### src/rtl/refresh_gate.sv
module refresh_gate #(
  parameter int KEY_W  = 16,
  parameter int TMR_W  = 16,
  parameter int DATA_W = 32,
  parameter int ADDR_W = 3,
  parameter logic [DATA_W-1:0] MAGIC     = 32'h5A45524F,
  parameter logic [KEY_W-1:0]  FIXED_KEY = 16'h55AA
) (
  input  logic              clk,
  input  logic              rst_n,
  input  logic              wr_en,
  input  logic [ADDR_W-1:0] wr_addr,
  input  logic [DATA_W-1:0] wr_data,
  input  logic              window_ok,
  output logic              refresh_ok,
  output logic              viol_flag,
  output logic              unl_fail_flag,
  output logic              irq,
  output logic              rst_req
);
  localparam logic [ADDR_W-1:0] A_CFG = 3'd0;
  localparam logic [ADDR_W-1:0] A_KEY = 3'd1;
  localparam logic [ADDR_W-1:0] A_PER = 3'd2;
  localparam logic [ADDR_W-1:0] A_UNL = 3'd3;
  localparam logic [ADDR_W-1:0] A_REF = 3'd4;
  localparam logic [ADDR_W-1:0] A_CLR = 3'd5;

  logic [7:0]       cfg;
  logic [KEY_W-1:0] stored;
  logic [TMR_W-1:0] period;
  logic [TMR_W-1:0] tmr;
  logic             unlocked;
  logic [KEY_W-1:0] expected_key;

  wire [1:0] rule     = cfg[1:0];
  wire       lock_en  = cfg[2];
  wire       to_en    = cfg[3];
  wire       wr_unl   = wr_en && (wr_addr == A_UNL);
  wire       wr_ref   = wr_en && (wr_addr == A_REF);
  wire       wr_clr   = wr_en && (wr_addr == A_CLR);
  wire       key_match = (wr_data[KEY_W-1:0] == expected_key);
  wire       in_time  = !to_en || (tmr != '0);
  wire       ref_good = (wr_data == MAGIC) && window_ok &&
                        (!lock_en || (unlocked && in_time));

  always_comb begin
    case (rule)
      2'd0:    expected_key = stored;
      2'd1:    expected_key = {stored[KEY_W-2:0], stored[KEY_W-1]};
      2'd2:    expected_key = FIXED_KEY;
      default: expected_key = {stored[KEY_W-2:0], stored[KEY_W-1] ^ stored[0]};
    endcase
  end

  always_ff @(posedge clk or negedge rst_n) begin
    if (!rst_n) begin
      cfg    <= '0;
      stored <= '0;
      period <= '0;
    end else if (wr_en) begin
      if (wr_addr == A_CFG) cfg    <= wr_data[7:0];
      if (wr_addr == A_KEY) stored <= wr_data[KEY_W-1:0];
      if (wr_addr == A_PER) period <= wr_data[TMR_W-1:0];
    end
  end

  always_ff @(posedge clk or negedge rst_n) begin
    if (!rst_n) begin
      unlocked <= 1'b0;
      tmr      <= '0;
    end else if (wr_unl) begin
      unlocked <= key_match;
      tmr      <= period;
    end else if (wr_ref) begin
      unlocked <= 1'b0;
    end else if (unlocked && tmr != '0) begin
      tmr <= tmr - 1'b1;
    end
  end

  always_ff @(posedge clk or negedge rst_n) begin
    if (!rst_n) begin
      refresh_ok    <= 1'b0;
      viol_flag     <= 1'b0;
      unl_fail_flag <= 1'b0;
    end else begin
      refresh_ok <= wr_ref && ref_good;
      if (wr_ref && !ref_good)        viol_flag <= 1'b1;
      else if (wr_clr && wr_data[0])  viol_flag <= 1'b0;
      if (wr_unl && !key_match)       unl_fail_flag <= 1'b1;
      else if (wr_clr && wr_data[1])  unl_fail_flag <= 1'b0;
    end
  end

  assign irq     = (viol_flag && cfg[4]) || (unl_fail_flag && cfg[6]);
  assign rst_req = (viol_flag && cfg[5]) || (unl_fail_flag && cfg[7]);

  assert_ok_needs_magic_R2: assert property (@(posedge clk) disable iff (!rst_n)
    refresh_ok |-> $past(wr_en && wr_addr == A_REF && wr_data == MAGIC && window_ok));
  assert_bad_word_R3: assert property (@(posedge clk) disable iff (!rst_n)
    (wr_ref && wr_data != MAGIC) |=> (viol_flag && !refresh_ok));
  assert_window_closed_R4: assert property (@(posedge clk) disable iff (!rst_n)
    (wr_ref && !window_ok) |=> (viol_flag && !refresh_ok));
  assert_locked_refresh_R5: assert property (@(posedge clk) disable iff (!rst_n)
    (wr_ref && lock_en && !unlocked) |=> (viol_flag && !refresh_ok));
  assert_bad_key_R7: assert property (@(posedge clk) disable iff (!rst_n)
    (wr_unl && !key_match) |=> (unl_fail_flag && !unlocked));
  assert_unlock_consumed_R9: assert property (@(posedge clk) disable iff (!rst_n)
    wr_ref |=> !unlocked);
  assert_viol_clear_R10: assert property (@(posedge clk) disable iff (!rst_n)
    $fell(viol_flag) |-> $past(wr_en && wr_addr == A_CLR && wr_data[0]));
  assert_fail_clear_R10: assert property (@(posedge clk) disable iff (!rst_n)
    $fell(unl_fail_flag) |-> $past(wr_en && wr_addr == A_CLR && wr_data[1]));
endmodule

### config.mk
export PLATFORM = sky130hd
export DESIGN_NAME = refresh_gate
export DESIGN_NICKNAME = d
export VERILOG_FILES = /design/src/rtl/refresh_gate.sv
export SDC_FILE = /design/constraint.sdc
export NUM_CORES = 1
export LEC_CHECK = 0
export BUFFER_PORTS_ARGS = -buffer_cell sky130_fd_sc_hd__buf_2
export CAP_MARGIN = 20
export CORE_UTILIZATION = 59
export DETAILED_ROUTE_END_ITERATION = 8
export HOLD_SLACK_MARGIN = 0.03
export PLACE_DENSITY = 0.81
export SYNTH_ARGS = -nofsm -noshare
export SYNTH_HDL_FRONTEND = slang
export SYNTH_SLANG_ARGS = --single-unit
### constraint.sdc
create_clock -name clk -period 4.85 [get_ports clk]
set_input_delay 0.2425 -clock clk [delete_from_list [all_inputs] [get_ports clk]]
set_output_delay 0.2425 -clock clk [all_outputs]
set_load 0.05 [all_outputs]
======== After elaboration in Yosys (flattened, before gate mapping) ========
Index checks and enable logic that the tools add are counted.
word-level totals
  word-level logic and storage cells ...... 65
  flip-flop bits (word level) ............. 60
  memories kept ........................... 0
  RAM bits ................................ 0
  bits in latches ......................... 0
  memory bits (read-only) ................. 0
  output and inout port bits .............. 5
cells by class
  bitwise gates (word level) .............. 1
  reduce and logical (&&, ||, !) cells .... 35
  multipliers ............................. 0
  shift-type cells ........................ 0
  magnitude comparators ................... 0
  div/mod/pow operators ................... 0
  mux-type cells .......................... 10
  add/sub/neg operators ................... 1
  equality and inequality tests ........... 10
operators by type and width
  kind                                                                  number
  16-bit 2-to-1 mux                                                     3
  16-bit one-hot mux with 3 select lines                                1
  32-bit by 31-bit == test with 1-bit output, second input constant     1
  16-bit == test                                                        1
  1-bit logical AND                                                     16
  16-bit nonzero test                                                   1
  16-bit by 1-bit subtractor with 16-bit output, second input constant  1
  2-bit AND reduction                                                   4
  2-bit nonzero test                                                    4
  3-bit by 2-bit == test with 1-bit output, second input constant       2
  3-bit == test, second input constant                                  2
  1-bit 2-to-1 mux                                                      6
  1-bit zero test                                                       4
  1-bit logical OR                                                      4
  3-bit by 1-bit == test with 1-bit output, second input constant       1
  3-bit zero test                                                       1
  2-bit by 1-bit == test with 1-bit output, second input constant       1
  2-bit == test, second input constant                                  1
  2-bit zero test                                                       1
  2-bit inequality test, second input constant                          1
  1-bit bitwise XOR                                                     1

======== Logic depth before layout (Yosys ltp) ========
Gate-level depths: netlist of the first run.
  depth after elaboration ................. 8
  depth in mapped cells ................... 8

======== Worst setup path before layout of the first run ========
OpenSTA, ideal clock, no wires.
  path kind ............................... register to register
  start ................................... reg tmr[9]
  end ..................................... reg tmr[15]
  arrival ................................. 2.176 ns
  required time ........................... 4.773 ns
  period minus slack after synthesis ...... 2.253 ns
  setup slack ............................. 2.597 ns
  path buffers ............................ 0
  cell stages (with the launch flop) ...... 7
  path through ............................ dfrtp_1 -> or4_4 -> or4_4 -> nor2_4 -> or4b_1 -> xor2_1 -> a21oi_1
between the ends
  word-level cells in the longest chain between the ends .. 4
ends and longest elaborated chain
  what                                                                                  line    text
  start: declaration                                                                    31      logic [TMR_W-1:0] tmr;
  start signal: assignment                                                              73      tmr <= period;
  start signal: assignment                                                              77      tmr <= tmr - 1'b1;
  16-bit by 1-bit subtractor with 16-bit output or 16-bit nonzero test (tied branches)  77, 76
  16-bit 2-to-1 mux or 1-bit logical AND (tied branches)                                76      end else if (unlocked && tmr != '0) begin
  16-bit 2-to-1 mux or 2-bit nonzero test (tied branches)                               n/a
  16-bit 2-to-1 mux or 2-bit AND reduction (tied branches)                              n/a
Parallel ways exist; a longest one is shown, timed or not. The select of a mux whose other input is x is not followed.
A chain may end at the register's enable or synchronous reset.

======== Worst setup path in the final report of the first run ========
  start ................................... reg cfg[0]
  end ..................................... reg unlocked
between the ends
  word-level cells in the longest chain between the ends .. 4
ends and longest elaborated chain
  what                                      line  text
  start: declaration                        28    logic [7:0] cfg;
  start signal: assignment                  61    if (wr_addr == A_CFG) cfg <= wr_data[7:0];
  2-bit == test (tied with other cells)     47    case (rule)
  16-bit one-hot mux with 3 select lines *  47
  16-bit == test *                          41    wire key_match = (wr_data[KEY_W-1:0] == expected_key);
  1-bit 2-to-1 mux *                        71    end else if (wr_unl) begin
  end signal: assignment                    72    unlocked <= key_match;
  end: declaration                          32    logic unlocked;
Every way passes the cells marked *; elsewhere a longest branch is shown, timed or not.

==> impl_metrics.json, run 1 <==
{
  "insertedDiodeCount": 0,
  "run_status": "completed",
  "async_flop_share_pct": 100,
  "cts_tree": "yes",
  "synthCells": 315,
  "via_count": 2787,
  "place.port_buffers": 43,
  "finalWeightedCongestion": 0.897,
  "clock_sink_count": 60,
  "ff2ff_setup_slack_ps": 2190,
  "slew_violations": 0,
  "clockRootBuffer": "clkbuf_8",
  "startpoint": "cfg[0]",
  "avgViaCountPerCell": 6.45,
  "report.power.total_uw": 1650,
  "powerDensity_nw_per_um2": 440,
  "timing.final.setup_violations": 0,
  "dpl.hpwl_um": 5460,
  "cp_data_arrival_time_ps": 2940,
  "hold_viol_final": 0,
  "grt_antenna_before_repair": 0,
  "cts_hold_buffers": 0,
  "fillCellCount": 401,
  "fmax_ghz": 0.376,
  "post_cts_resize_count": 0,
  "num-nets-final": 398,
  "tightest_slew_ps": 894,
  "fin_skew_ps": 11.8,
  "first_global_vias": 2638,
  "ys_seq_elements": 60,
  "top_area_cell_type_share_of_the_netlist_area_pct": 45.9,
  "placed_area_um2": 3530,
  "reg2reg_from": "cfg[0]",
  "numCtsBuffers": 9,
  "initial_utilization_pct": 62.5,
  "clock_tree.htree_level_count": 3,
  "fin_tns_setup_ps": 0,
  "syn2layout_area_growth_pct": 14.8,
  "worst_path_max_delay_cell": "dfrtp_1",
  "post_cts.repair.setup_buffers": 0,
  "global_route.overflow_total": 0,
  "synth.cell_area_um2": 3270,
  "postSynth.topFlopCell": "dfrtp_1",
  "design_area_um2": 3760,
  "timing.max_cap.violations": 0,
  "r2r_worst_path_depth": 6,
  "dr_drc_count": 0,
  "grt_util_all_layers_pct": 29.0,
  "finalNonFillerCells": 432,
  "horizontal_die_dimension_um": 76.5,
  "critPathLaunchType": "register",
  "grt_setup_unrepaired": "false",
  "drive_gt1_share_pct": 29.8,
  "clk_path_buf_depth": 2,
  "final_period_util_pct": 54.8,
  "clkTransAtPathRegs_ps": 70,
  "ir_drop_uv": 331,
  "clk-insertion-delay-late_ps": 340,
  "critical_path.max_stage_delay_ps": 830,
  "routed_wl_um": 7960,
  "rows": 26,
  "fraction_of_the_yosys_area_taken_by_sequential_cells_pct": 45.9,
  "finalCriticalPeriod_ps": 2660,
  "first_pass_iters": 4,
  "worstPathRequired_ps": 5130,
  "worstReg2RegEnd": "unlocked",
  "ys_types": 50,
  "synth_area_per_cell_um2": 10.4,
  "post_drt_wl_per_cell_um": 18.4,
  "ys.warnings.count": 0,
  "critical_path.cell_chain": "nor2_1, a221o_1, a221oi_1, nand4_1, nor4_1, a2bb2o_1",
  "static-leakage-power_uw": 0.00156,
  "postSynthNetCount": 356,
  "synth_top_cell_by_area": "dfrtp_1",
  "floorplan.core_area_um2": 5240,
  "route.antenna.remaining_nets": 0,
  "synth_edf_count": 0,
  "die_area_um2": 5850,
  "placedCellCount": 415,
  "grt_max_degree": 61,
  "crit_fanout": 27,
  "hold_path.class": "in -> async",
  "drt-initial-drc-count": 283,
  "dieHeight_um": 76.5,
  "worstSetupEndpoint": "unlocked",
  "timing_worst_setup_path_type": "reg -> reg",
  "critPathCaptureType": "register",
  "boundaryPins": 44,
  "ys_top_cells_by_area": "dfrtp_1 (46%), mux2_2 (13%), nor2_1 (2.5%)",
  "grt_first_pass_wirelength_um": 13000,
  "timing.max_slew.rel_slack_pct": 40.2
}
## through the flow
step,setup slack [ps],hold slack (ps),utilization [%]
finish,2190,41.3,71.7
global route,1930,129,71.7
floorplan,2600,-53.1,-
detailed placement,2350,440,67.5
global placement,2380,437,67.5
CTS,2240,74.9,71.6
## layer usage
metal / vias to the layer above / part of all wire [%] / global-route usage, %
met4: 0 / 1.5 / 12.3
met3: 13 / 6.5 / 4.55
met5: - / 0 / 0
met1: 1364 / 45 / 40.6
met2: 121 / 47 / 45.0
li1: 1289 / - / -
## power breakdown
part | switching [uW] | internal, uW
registers | 136 | 622
logic | 195 | 203
clock network | 193 | 303
total | 523 | 1130
## sequential cells by signal, indices dropped and copies added, names as in the netlist
signal         cells
stored            16
unl_fail_flag      1
unlocked           1
viol_flag          1
refresh_ok         1
tmr               16
cfg                8
period            16
## layout by cell type (no fill, tap or decap), types with 6 or more instances in the layout
cell type and count:
dfrtp_1 60, buf_2 44, mux2_2 39, nor2_1 22
o21ai_0 14, nand2_1 13, a21oi_1 13, nor3_1 11
o22ai_1 10, clkbuf_8 10, inv_1 6, or3_1 6
nand4_1 6, nand3_1 6, nand2b_1 6, xnor2_1 6
## how the worst min path moves through the flow
stage	from	to	slack, ps	depth (start not counted)
2_1_floorplan	rst_n	cfg[0]	-50	0
3_3_place_gp	rst_n	viol_flag	440	2
3_5_place_dp	rst_n	viol_flag	440	2
4_1_cts	rst_n	viol_flag	70	2
5_1_grt	rst_n	viol_flag	130	2
6_report	rst_n	viol_flag	40	2
## final cells by class
type	count	area (um2)	area share, %
repair buffers	46	235	6.26
well taps	70	87.6	2.33
clock inverters	4	72.6	1.93
multi-input cells	234	1690	45.0
inverters	6	22.5	0.600
flip-flops and latches	60	1500	40.0
clock buffers	12	145	3.86
## Yosys cell counts, types with 2 or more instances
cell      number
dfrtp_1       60
mux2_2        39
nor2_1        22
o21ai_0       14
a21oi_1       13
clkbuf_1      13
nand2_1       13
nor3_1        11
o22ai_1       10
inv_1          6
nand2b_1       6
nand3_1        6
nand4_1        6
or3_1          6
xnor2_1        6
a221o_1        5
a31oi_1        5
nor3b_1        5
nor4_1         5
a211oi_1       4
a22oi_1        4
nor2b_1        4
nor4bb_1       4
xor2_1         4
nor4b_1        3
o211ai_1       3
o311ai_0       3
or2_2          3
a221oi_1       2
a22o_1         2
and2_1         2
and3_1         2
buf_1          2
ha_1           2
nand4b_1       2
o22a_1         2
or4_1          2
or4_4          2
## worst max-delay path, delay by kind of cell, from the launching register on
kind            cells  cell delay, ps
compound gates      3             940
flops               1             830
simple gates        3             810
## kinds of logic (layout without fill, tap and decap cells)
logic type | after synthesis | in the layout | share of synthesized area, %
xor+xnor | 10 | 10 | 2.68
fa+ha+maj | 2 | 2 | 0.765
mux | 39 | 39 | 13.4
compound gates | 74 | 74 | 15.5
buf+inv | 21 | 68 | 2.41
simple gates | 109 | 109 | 19.4
flops | 60 | 60 | 45.9
(Power assumes the default switching activity.)
==> inputs of run 2 (changes only) <==
--- a/config.mk
+++ b/config.mk
@@ -7,10 +7,10 @@
 export LEC_CHECK = 0
 export BUFFER_PORTS_ARGS = -buffer_cell sky130_fd_sc_hd__buf_2
 export CAP_MARGIN = 20
-export CORE_UTILIZATION = 59
+export CORE_UTILIZATION = 58
 export DETAILED_ROUTE_END_ITERATION = 8
 export HOLD_SLACK_MARGIN = 0.03
-export PLACE_DENSITY = 0.81
+export PLACE_DENSITY = 0.8
 export SYNTH_ARGS = -nofsm -noshare
 export SYNTH_HDL_FRONTEND = slang
 export SYNTH_SLANG_ARGS = --single-unit
==> constraint.sdc (replaced) <==
create_clock -name clk -period 2.7 [get_ports clk]
set_input_delay 0.135 -clock clk [delete_from_list [all_inputs] [get_ports clk]]
set_output_delay 0.135 -clock clk [all_outputs]
set_load 0.05 [all_outputs]
==> impl_metrics.json, run 2 (same netlist as run 1, synthesis figures left out) <==
{
  "highest_layer": "met4",
  "fin_skew_ps": 6.57,
  "cp_data_arrival_time_ps": 2620,
  "critPathCaptureType": "register",
  "run_status": "completed",
  "cts_tree": "yes",
  "hold_slack_ps": 70.2,
  "global_route.overflow_total": 0,
  "clkTransAtPathRegs_ps": 70,
  "m1WireLength_um": 3580,
  "numCtsBuffers": 9,
  "tightest_slew_ps": 799,
  "hold_viol_final": 0,
  "met3_length_um": 656,
  "grt_max_degree": 31,
  "placed_area_um2": 3610,
  "mostFrequentLayoutCell": "dfrtp_1",
  "drt-initial-drc-count": 294,
  "clk-insertion-delay-late_ps": 340,
  "wl_met2_um": 3790,
  "horizontal_die_dimension_um": 77.1,
  "hold_path.class": "in -> reg",
  "place.port_buffers": 43,
  "avgViaCountPerCell": 6.44,
  "grt_antenna_before_repair": 0,
  "clock_tree.htree_level_count": 3,
  "largest_registers": "period: 16 flops, stored: 16 flops, tmr: 16 flops",
  "syn2layout_area_growth_pct": 16.0,
  "timing_worst_setup_path_type": "reg -> reg",
  "timing.max_cap.violations": 0,
  "grt_util_all_layers_pct": 30.1,
  "post_drt_wl_per_cell_um": 18.5,
  "num-nets-final": 408,
  "boundaryPins": 44,
  "finalCriticalPeriod_ps": 2360,
  "drive_gt1_share_pct": 32.0,
  "dpl.hpwl_um": 5910,
  "die_area_um2": 5950,
  "first_pass_iters": 5,
  "via_count": 2846,
  "worstPathRequired_ps": 2970,
  "fmax_ghz": 0.424,
  "grt_first_pass_wirelength_um": 13700,
  "critPathLaunchType": "register",
  "fillCellCount": 411,
  "slew_violations": 0,
  "timing.final.setup_violations": 0,
  "routed_wl_um": 8170,
  "static-leakage-power_uw": 0.00158,
  "grt_setup_unrepaired": "false",
  "route.antenna.remaining_nets": 0,
  "design_area_um2": 3800,
  "clockRootBuffer": "clkbuf_8",
  "powerDensity_nw_per_um2": 744,
  "ir_drop_uv": 447,
  "floorplan.core_area_um2": 5270,
  "clk_path_buf_depth": 2,
  "timing.max_slew.rel_slack_pct": 46.8,
  "fin_tns_setup_ps": 0,
  "finalNonFillerCells": 442,
  "crit_fanout": 4,
  "dieHeight_um": 77.1,
  "rows": 26,
  "initial_utilization_pct": 62.1,
  "insertedDiodeCount": 0,
  "dr_drc_count": 0,
  "finalWeightedCongestion": 0.927,
  "final_period_util_pct": 87.3,
  "most-common-layout-cells": "dfrtp_1 (60), buf_2 (43), mux2_2 (39)",
  "placedCellCount": 425,
  "post_cts.repair.setup_buffers": 0,
  "clock_sink_count": 60,
  "first_global_vias": 2807
}
[run 2: changes by cell type in the layout (fill, tap and decap cells not counted), sizes merged]
cell / previous run / this run
buf: 46 / 55
bufinv: 2 / 0
clkbuf: 12 / 10
clkinv: 1 / 2
clkinvlp: 1 / 4
dlygate4sd3: 0 / 1
[run 2: timing repair]
| action | in CTS | in global routing |
|---|---|---|
| hold buffers | 1 | 0 |
| gates resized for setup | 0 | 0 |
| hold endpoints to repair | 15 | 0 |
[run 2: area by class of cell]
class	count	area, um2	share of cell area, %
clock inverters	6	40.0	1.05
well taps	70	87.6	2.31
flip-flops and latches	60	1500	39.6
repair buffers	56	315	8.31
clock buffers	10	138	3.63
inverters	6	22.5	0.593
multi-input cells	234	1690	44.6
[run 2: per-layer routing]
metal | up-vias | track usage (%)
li1 | 1305 | -
met1 | 1373 | 40.1
met2 | 153 | 47.8
met3 | 15 | 5.83
met4 | 0 | 13.2
met5 | - | 0
[run 2: critical path, stage by stage (launching register included)]
cell,delay [ps]
dfrtp_1,400
or4_4,540
or4_4,460
nor2_4,120
or4b_1,460
xor2_1,160
a21oi_1,140
[run 2: stage by stage]
step	util (%)	power, uW	worst slack [ps]
2_1_floorplan	-	1850	447
3_3_place_gp	68.5	2060	414
3_5_place_dp	68.5	2100	363
4_1_cts	72.0	2820	344
5_1_grt	72.0	2980	127
6_report	72.0	2820	343
[run 2: report_power, final]
part / switching (uW) / internal (uW) / leakage [uW]
Combinational: 377 / 381 / 0.000769
Sequential: 234 / 1120 / 0.000729
Clock: 360 / 353 / 0.0000803
[run 2: path summary, 6_finish.rpt]
kind	from	to	slack, ps	cells after the start
max in group asynchronous	rst_n	period[15]	1720	3
setup reg to reg	tmr[8]	tmr[15]	340	6
hold / removal	wr_addr[0]	viol_flag	70	2
min in group asynchronous	rst_n	cfg[6]	260	2
setup / recovery	tmr[8]	tmr[15]	340	6
hold reg to reg	period[9]	tmr[9]	480	2
==> inputs of run 3 (changes only) <==
--- a/config.mk
+++ b/config.mk
@@ -5,12 +5,14 @@
 export SDC_FILE = /design/constraint.sdc
 export NUM_CORES = 1
 export LEC_CHECK = 0
-export BUFFER_PORTS_ARGS = -buffer_cell sky130_fd_sc_hd__buf_2
+export BUFFER_PORTS_ARGS = -buffer_cell sky130_fd_sc_hd__buf_4
 export CAP_MARGIN = 20
 export CORE_UTILIZATION = 58
 export DETAILED_ROUTE_END_ITERATION = 8
 export HOLD_SLACK_MARGIN = 0.03
 export PLACE_DENSITY = 0.8
+export RECOVER_POWER = 25
+export SKIP_CTS_REPAIR_TIMING = 1
 export SYNTH_ARGS = -nofsm -noshare
 export SYNTH_HDL_FRONTEND = slang
 export SYNTH_SLANG_ARGS = --single-unit
==> impl_metrics.json, run 3 (same netlist as run 1, synthesis figures left out) <==
{
  "syn2layout_area_growth_pct": 18.8,
  "rows": 26,
  "critical_path.n_buffers_inverters": 0,
  "timing.max_cap.violations": 0,
  "critical_path.max_stage_delay_ps": 590,
  "insertedDiodeCount": 0,
  "avgViaCountPerCell": 6.53,
  "dpl.hpwl_um": 5640,
  "fin_skew_ps": 7.88,
  "dieHeight_um": 77.1,
  "grt_max_degree": 61,
  "grt_first_pass_wirelength_um": 13500,
  "drive_gt1_share_pct": 31.5,
  "clock_tree.htree_level_count": 3,
  "floorplan.core_area_um2": 5270,
  "first_pass_iters": 5,
  "worst_path_max_delay_cell": "or4_1",
  "finalWorstSetupSlack_ps": 171,
  "pre_cts_slack_ps": 260,
  "timing.final.setup_violations": 0,
  "place.port_buffers": 43,
  "powerDensity_nw_per_um2": 738,
  "worstPathRequired_ps": 2980,
  "slew_violations": 0,
  "timing.max_slew.rel_slack_pct": 3.12,
  "num-nets-final": 404,
  "fmax_ghz": 0.395,
  "largest_registers": "period: 16 flops, stored: 16 flops, tmr: 16 flops",
  "run_status": "completed",
  "via_count": 2862,
  "clk-insertion-delay-late_ps": 350,
  "cp_data_arrival_time_ps": 2810,
  "dr_drc_count": 0,
  "crit_fanout": 7,
  "hold_slack_ps": 28.7,
  "timing_worst_setup_path_type": "reg -> reg",
  "placedCellCount": 421,
  "clk_path_buf_depth": 2,
  "routed_wl_um": 8250,
  "critPathLaunchType": "register",
  "first_global_vias": 2673,
  "clkTransAtPathRegs_ps": 70,
  "initial_utilization_pct": 62.1,
  "post_drt_wl_per_cell_um": 18.8,
  "boundaryPins": 44,
  "hold_path.class": "in -> reg",
  "ff2ff_setup_slack_ps": 170,
  "horizontal_die_dimension_um": 77.1,
  "clock_sink_count": 60,
  "tightest_slew_ps": 1450,
  "final_period_util_pct": 93.7,
  "finalCriticalPeriod_ps": 2530,
  "critical_path_depth": 6,
  "grt_setup_unrepaired": "false",
  "mostFrequentLayoutCell": "dfrtp_1",
  "static-leakage-power_uw": 0.00161,
  "drt-initial-drc-count": 312,
  "worstHoldPathCells": 2,
  "cts_tree": "yes",
  "grt_util_all_layers_pct": 29.9,
  "grt_antenna_before_repair": 0,
  "hold_viol_final": 0,
  "die_area_um2": 5950,
  "clockRootBuffer": "clkbuf_8",
  "ir_drop_uv": 408,
  "finalWeightedCongestion": 0.937,
  "route.antenna.remaining_nets": 0,
  "critical_path.cell_chain": "or4_1, nor3_1, nand3_2, or4b_1, xor2_1, a21oi_1",
  "numCtsBuffers": 9,
  "r2r_worst_path_depth": 6,
  "global_route.overflow_total": 0,
  "finalNonFillerCells": 438,
  "fin_tns_setup_ps": 0,
  "critPathTopFamily": "simple AND/OR/NAND/NOR gates",
  "most-common-layout-cells": "dfrtp_1 (60), buf_4 (50), mux2_2 (39)",
  "critPathCaptureType": "register"
}
## run 3: changes by cell type in the layout (fill, tap and decap cells not counted), sizes merged
cell / before / now
buf: 55 / 50
clkbuf: 10 / 13
clkinvlp: 4 / 1
clkinv: 2 / 3
## run 3: per-stage QoR
step	total power, uW	area (um2)	utilization [%]
3_5_place_dp	2100	3690	69.9
5_1_grt	3020	3890	73.7
6_report	2870	3890	73.7
3_3_place_gp	2070	3690	69.9
2_1_floorplan	1850	3270	-
4_1_cts	2870	3870	73.5
## run 3: layout make-up
cell class              instances  area (um2)
multi-input cells             234        1700
clock inverters                 4        22.5
clock buffers                  12         165
inverters                       6        22.5
flip-flops and latches         60        1500
well taps                      70        87.6
fillers                       388        1380
repair buffers                 52         390
## run 3: routing by layer
metal	GRT usage, %	up-vias	part of all wire, %
li1	-	1297	-
met5	0	-	0
met1	41.3	1390	43
met4	13.8	0	1.7
met2	45.4	159	46
met3	5.83	16	8.6
## run 3: path summary, 6_finish.rpt
path	from	end
setup / recovery	tmr[2]	tmr[15]
hold / removal	wr_addr[0]	viol_flag
setup reg to reg	tmr[2]	tmr[15]
hold reg to reg	period[9]	tmr[9]
max in group asynchronous	rst_n	stored[9]
min in group asynchronous	rst_n	stored[4]
## run 3: where the power goes
group	internal (uW)	switching, uW	total, uW
Combinational	394	365	758
Sequential	1120	236	1350
Clock	403	355	758
Total	1910	956	2870
## run 3: worst register-to-register path, cell delays in order (launching register included)
cell and delay (ps):
dfrtp_1 430, or4_1 600, nor3_1 360, nand3_2 220
or4b_1 560, xor2_1 160, a21oi_1 130
